==> src/rtl/ramp_pkg.sv <==
package ramp_pkg;
  localparam int unsigned DAC_W   = 12;
  localparam int unsigned DAC_MAX = (1 << DAC_W) - 1;
  typedef logic [DAC_W-1:0] dac_code_t;
endpackage

==> src/rtl/tick_timer.sv <==
module tick_timer #(
  parameter int unsigned TICK_W = 17
) (
  input  logic              clk,
  input  logic              rst_n,
  input  logic [TICK_W-1:0] cmp_i,
  output logic              tick_o
);
  logic [TICK_W-1:0] cnt_q, cnt_d;

  always_comb begin
    tick_o = (cnt_q >= cmp_i);
    cnt_d  = tick_o ? '0 : cnt_q + 1'b1;
  end

  always_ff @(posedge clk or negedge rst_n) begin
    if (!rst_n) cnt_q <= '0;
    else        cnt_q <= cnt_d;
  end

  // after a tick the count restarts, so the next cycle ticks only for compare 0
  a_r2_tick_gap: assert property (@(posedge clk) disable iff (!rst_n)
    (tick_o && cmp_i != '0) |=> (!tick_o || cmp_i == '0));
endmodule

==> src/rtl/btn_cond.sv <==
module btn_cond #(
  parameter int unsigned DB_CYC = 4
) (
  input  logic clk,
  input  logic rst_n,
  input  logic raw_i,
  output logic rise_o
);
  localparam int unsigned CW = $clog2(DB_CYC + 1);

  logic [1:0]    sync_q;
  logic          stable_q, stable_d;
  logic [CW-1:0] dbc_q, dbc_d;
  logic          rise_q, rise_d;
  logic          diff, settle;

  always_comb begin
    diff     = sync_q[1] ^ stable_q;
    settle   = diff && (dbc_q == CW'(DB_CYC - 1));
    dbc_d    = (diff && !settle) ? dbc_q + 1'b1 : '0;
    stable_d = settle ? sync_q[1] : stable_q;
    rise_d   = settle && sync_q[1];
  end

  always_ff @(posedge clk or negedge rst_n) begin
    if (!rst_n) begin
      sync_q   <= '0;
      stable_q <= 1'b0;
      dbc_q    <= '0;
      rise_q   <= 1'b0;
    end else begin
      sync_q   <= {sync_q[0], raw_i};
      stable_q <= stable_d;
      dbc_q    <= dbc_d;
      rise_q   <= rise_d;
    end
  end

  assign rise_o = rise_q;

  // a held button yields a single-cycle press pulse
  a_r8_one_pulse: assert property (@(posedge clk) disable iff (!rst_n)
    rise_o |=> !rise_o);
endmodule

==> src/rtl/code_stepper.sv <==
module code_stepper
  import ramp_pkg::*;
(
  input  logic      clk,
  input  logic      rst_n,
  input  logic      inc_i,
  input  logic      dec_i,
  output dac_code_t lvl_o
);
  dac_code_t lvl_q, lvl_d;
  logic      at_top, at_floor;

  always_comb begin
    at_top   = (lvl_q == dac_code_t'(DAC_MAX));
    at_floor = (lvl_q == '0);
    lvl_d    = lvl_q;
    if (inc_i && !dec_i && !at_top)        lvl_d = lvl_q + 1'b1;
    else if (dec_i && !inc_i && !at_floor) lvl_d = lvl_q - 1'b1;
  end

  always_ff @(posedge clk or negedge rst_n) begin
    if (!rst_n) lvl_q <= '0;
    else        lvl_q <= lvl_d;
  end

  assign lvl_o = lvl_q;

  a_r4_step_up: assert property (@(posedge clk) disable iff (!rst_n)
    (inc_i && !dec_i && lvl_q != dac_code_t'(DAC_MAX)) |=> (lvl_q == $past(lvl_q) + 1'b1));
  a_r5_step_down: assert property (@(posedge clk) disable iff (!rst_n)
    (dec_i && !inc_i && lvl_q != '0) |=> (lvl_q == $past(lvl_q) - 1'b1));
  a_r6_hold_top: assert property (@(posedge clk) disable iff (!rst_n)
    (lvl_q == dac_code_t'(DAC_MAX) && !dec_i) |=> (lvl_q == dac_code_t'(DAC_MAX)));
  a_r7_hold_floor: assert property (@(posedge clk) disable iff (!rst_n)
    (lvl_q == '0 && !inc_i) |=> (lvl_q == '0));
  a_r9_cancel: assert property (@(posedge clk) disable iff (!rst_n)
    (inc_i == dec_i) |=> $stable(lvl_q));
endmodule

==> src/rtl/ramp_dac_ctrl.sv <==
module ramp_dac_ctrl
  import ramp_pkg::*;
#(
  parameter int unsigned TICK_W = 17,
  parameter int unsigned DB_CYC = 4
) (
  input  logic              clk,
  input  logic              rst_n,
  input  logic              btn_up_i,
  input  logic              btn_dn_i,
  input  logic [TICK_W-1:0] period_cmp_i,
  output logic [DAC_W-1:0]  dac_code_o,
  output logic              dac_wr_o
);
  localparam int unsigned NBTN = 2;

  logic [1:0]      rst_sync_q;
  logic            rst_int_n;
  logic [NBTN-1:0] raw_btn, btn_rise;
  logic            tick;
  dac_code_t       lvl;
  dac_code_t       code_q, code_d;
  logic            wr_q, wr_d;

  // reset asserts at once and is released two edges later
  always_ff @(posedge clk or negedge rst_n) begin
    if (!rst_n) rst_sync_q <= '0;
    else        rst_sync_q <= {rst_sync_q[0], 1'b1};
  end
  assign rst_int_n = rst_sync_q[1];

  assign raw_btn = {btn_dn_i, btn_up_i};

  for (genvar g = 0; g < NBTN; g++) begin : g_btn
    btn_cond #(.DB_CYC(DB_CYC)) cond_i (
      .clk    (clk),
      .rst_n  (rst_int_n),
      .raw_i  (raw_btn[g]),
      .rise_o (btn_rise[g])
    );
  end

  tick_timer #(.TICK_W(TICK_W)) timer_i (
    .clk    (clk),
    .rst_n  (rst_int_n),
    .cmp_i  (period_cmp_i),
    .tick_o (tick)
  );

  code_stepper stepper_i (
    .clk   (clk),
    .rst_n (rst_int_n),
    .inc_i (btn_rise[0]),
    .dec_i (btn_rise[1]),
    .lvl_o (lvl)
  );

  always_comb begin
    code_d = tick ? lvl : code_q;
    wr_d   = tick;
  end

  always_ff @(posedge clk or negedge rst_int_n) begin
    if (!rst_int_n) begin
      code_q <= '0;
      wr_q   <= 1'b0;
    end else begin
      code_q <= code_d;
      wr_q   <= wr_d;
    end
  end

  assign dac_code_o = code_q;
  assign dac_wr_o   = wr_q;

  // the DAC code only moves together with a strobe
  a_r3_code_hold: assert property (@(posedge clk) disable iff (!rst_int_n)
    !dac_wr_o |-> $stable(dac_code_o));
  // outputs are cleared while the internal reset is held
  a_r1_reset_clear: assert property (@(posedge clk)
    !rst_int_n |-> (dac_code_o == '0 && !dac_wr_o));
endmodule

==> config.mk <==
export PLATFORM = sky130hd
export DESIGN_NAME = ramp_dac_ctrl
export DESIGN_NICKNAME = d
export VERILOG_FILES = /design/src/rtl/ramp_pkg.sv /design/src/rtl/tick_timer.sv /design/src/rtl/btn_cond.sv /design/src/rtl/code_stepper.sv /design/src/rtl/ramp_dac_ctrl.sv
export SDC_FILE = /design/constraint.sdc
export NUM_CORES = 1
export LEC_CHECK = 0
export ABC_CLOCK_PERIOD_IN_PS = 4900
export BUFFER_PORTS_ARGS = -buffer_cell sky130_fd_sc_hd__buf_4
export CAP_MARGIN = 20
export CORE_UTILIZATION = 62
export DETAILED_ROUTE_END_ITERATION = 6
export GPL_TIMING_DRIVEN = 0
export PLACE_DENSITY = 0.81
export SLEW_MARGIN = 20
export SYNTH_ARGS = -nofsm -noshare
export SYNTH_HDL_FRONTEND = slang
export SYNTH_SLANG_ARGS = --single-unit
==> constraint.sdc <==
create_clock -name clk -period 4.9 [get_ports clk]
set_clock_uncertainty 0.15 [all_clocks]
set_input_delay 0.98 -clock clk [delete_from_list [all_inputs] [get_ports clk]]
set_output_delay 0.98 -clock clk [all_outputs]
set_load 0.005 [all_outputs]
==> out/metrics.csv <==
stage,metric,value,unit
place,dp_hpwl,4.399,mm
floorplan,dieHeight,74.37,um
global_route,grt_max_degree,57,
clocking,cts.sinks,58,
yosys,ys_types,44,
floorplan,io_pins,34,
clocking,cts_inserted_buffers,9,
timing,final_max_slew_viol_count,0,
worst_setup_path,worst_path_max_delay_cell,o311ai_4,
yosys,syn-mean-instance-area,10.02,um^2
global_route,grt_pass1_wl,10.66,mm
clocking,post_cts_buffers,0,
final_layout,fin_util,0.7772,
worst_setup_path,r2r_end,stepper_i.lvl_o[11],
yosys,synth_area,3247,um^2
final_layout,layout-drive-gt1-share,0.1882,
global_route,antenna_found_initial,0,
clocking,cts-root-buf,clkbuf_8,
worst_setup_path,rrSetupSlack,1.57,ns
place,dp_cells,424,
worst_setup_path,critPathRequiredTime,4.97,ns
worst_setup_path,r2r_cells,8,
worst_setup_path,critPathLaunchType,register,
clocking,insertion_delay,0.33,ns
timing,setup_viol,0,
timing,tightest_slew,0.7592,ns
timing,setup_tns,0,ns
yosys,synth_area_leaders,"dfrtp_1 45%, ha_1 13%, nor2_1 4.4%",
drt,via_per_inst,5.551,
global_route,grt_pass1_vias,2406,
yosys,yosysTopAreaCell,dfrtp_1,
clocking,clk_path_buf_depth,2,
global_route,grt_overflow_total,0,
yosys,synthFlopType,dfrtp_1,
power,ir_drop,0.3404,mV
place,gp_congestion,0.9895,
yosys,ys_seq_area_frac,0.4470,
final_layout,nNetsFinal,424,
worst_setup_path,startpoint,stepper_i.lvl_o[0],
worst_setup_path,crit_path_max_fanout,16,
floorplan,start_util,0.6654,
worst_setup_path,crit_family,compound AO/OA/AOI/OAI gates,
clocking,cts_tree,built,
worst_setup_path,end_kind,register,
worst_setup_path,worstPathCellList,nand4_1 -> o311ai_4 -> ha_1 -> and3_1 -> a221o_1 -> a2111oi_2 -> a211oi_1 -> nand2b_1,
timing,finalCritPeriodShare,0.6799,
floorplan,die_width,74.37,um
yosys,syn_inst,324,
yosys,syn_nets,380,
hold_path,min_path_type,reg -> reg,
final_layout,n_antenna_cell,0,
place,portBuffers,33,
floorplan,coreArea,4880,um^2
clocking,path_clk_slew,0.06,ns
final_layout,final_cell_area,3792,um^2
clocking,cts.htree.levels,3,
timing,max_freq,0.3002,GHz
yosys,yosysWarnings,0,
timing,max_slew_margin,0.4926,
worst_setup_path,crit_buf_inv,0,
final_layout,mostFrequentLayoutCells,"57 x dfrtp_1, 38 x nor2_1, 34 x inv_1, 34 x buf_4, 34 x ha_1",
drt,drc,0,
worst_setup_path,critPathKind,reg -> reg,
floorplan,rows,25,
yosys,async_flop_share,1.000,
worst_setup_path,arrival,3.41,ns
drt,drt-total-wl,6.290,mm
final_layout,synthToLayoutAreaGrowth,16.80,%
flow_run,max-cap-violations,0,
floorplan,dieArea,5530,um^2
drt,via_count,2437,
drt,first_pass_iters,4,
worst_setup_path,rr_startpoint,stepper_i.lvl_o[0],
yosys,synth_edf_count,0,
power,leakage,1.912,nW
drt,drt_first_iter_violations,117,
yosys,synth_top_area_frac,0.4470,
timing,min_period,3.332,ns
drt,drtAntennaViolNets,0,
final_layout,mostFrequentLayoutCell,dfrtp_1,
drt,wl_per_cell,14.33,um
place,placed_area,3582,um^2
global_route,grt.total_usage,0.2620,
worst_setup_path,critPathMaxStageDelay,0.73,ns
yosys,synth-seq-cells,58,
timing,rsz0062_at_grt,no,
timing,hold_viol_final,0,
clocking,ctsHoldBuffers,0,
timing,holdWs,0.2040,ns
run_status,status,"complete, no violations",
worst_setup_path,crit_cells,8,
power,cellPowerDensity,485.6,nW/um^2
worst_setup_path,cp-endpoint,stepper_i.lvl_o[11],
clocking,cts_repair_resize_count,0,
final_layout,fin_cells,439,
-- power breakdown --
group	internal (mW)	switching, mW	leakage, nW	total, mW
logic	0.303	0.360	1.04	0.663
clock network	0.297	0.178	0.106	0.475
registers	0.575	0.129	0.764	0.704
-- synthesized netlist by cell type, types with 2 or more instances --
cell type	count
nor3_1	4
xor2_1	10
nand4_1	8
nand3_1	7
a211oi_1	3
or3_1	2
a21oi_1	15
o22ai_1	2
nor2b_1	2
nand2b_1	3
dfrtp_1	58
xnor2_1	14
nor2_1	38
o21ai_0	16
nand3b_1	2
o211ai_1	3
nor4_1	4
inv_1	34
or2_2	3
mux2_2	12
buf_2	3
nand2_1	23
a21o_1	4
ha_1	34
-- stage by stage --
step                power (mW)  setup slack (ns)
global route             1.978             1.364
finish                   1.842             1.568
floorplan                1.200             2.031
global placement         1.322             1.693
detailed placement       1.354             1.612
CTS                      1.846             1.579
-- state kept, by name, indices dropped and copies added (netlist names) --
name	flops
rst_sync_q	2
g_btn.cond_i.rise_o	2
dac_code_o	12
timer_i.cnt_q	17
g_btn.cond_i.dbc_q	6
g_btn.cond_i.sync_q	4
dac_wr_o	1
stepper_i.lvl_o	12
g_btn.cond_i.stable_q	2
-- worst min path at each step --
| stage | startpoint | end | slack, ns | depth (start not counted) |
|---|---|---|---|---|
| after floorplan | g_btn[0].cond_i.sync_q[0] | g_btn[0].cond_i.sync_q[1] | 0.18 | 0 |
| final | g_btn[0].cond_i.sync_q[0] | g_btn[0].cond_i.sync_q[1] | 0.20 | 0 |
| after CTS | g_btn[0].cond_i.sync_q[0] | g_btn[0].cond_i.sync_q[1] | 0.20 | 0 |
| after global routing | g_btn[0].cond_i.sync_q[0] | g_btn[0].cond_i.sync_q[1] | 0.22 | 0 |
| after detailed placement | g_btn[0].cond_i.sync_q[0] | g_btn[0].cond_i.sync_q[1] | 0.19 | 0 |
| after global placement | rst_sync_q[0] | rst_sync_q[1] | 0.18 | 0 |
-- cells by family after synthesis --
family | share of synthesized area
simple gates | 0.1461
flops | 0.4470
compound gates | 0.1125
buf+inv | 0.04971
fa+ha+maj | 0.1372
xor+xnor | 0.06474
mux | 0.04162
other cells | 0.001155
-- final cells by class --
type	instances	area, um^2
plain buffers	5	33.78
well taps	67	83.83
multi-input cells	227	1634
fillers	336	1087
flip-flops and latches	58	1455
repair buffers	33	247.7
clock inverters	3	65.06
inverters	34	127.6
clock buffers	12	145.1
-- routing by layer --
layer | global-route usage | vias to the layer above | wire length [um]
met5 | 0 | - | 0
met4 | 0.09015 | 0 | 99
met3 | 0.07724 | 14 | 224
met2 | 0.4595 | 40 | 3206
met1 | 0.3062 | 1177 | 2759
li1 | - | 1206 | -
Note: power is estimated with default switching activity, not from simulation.
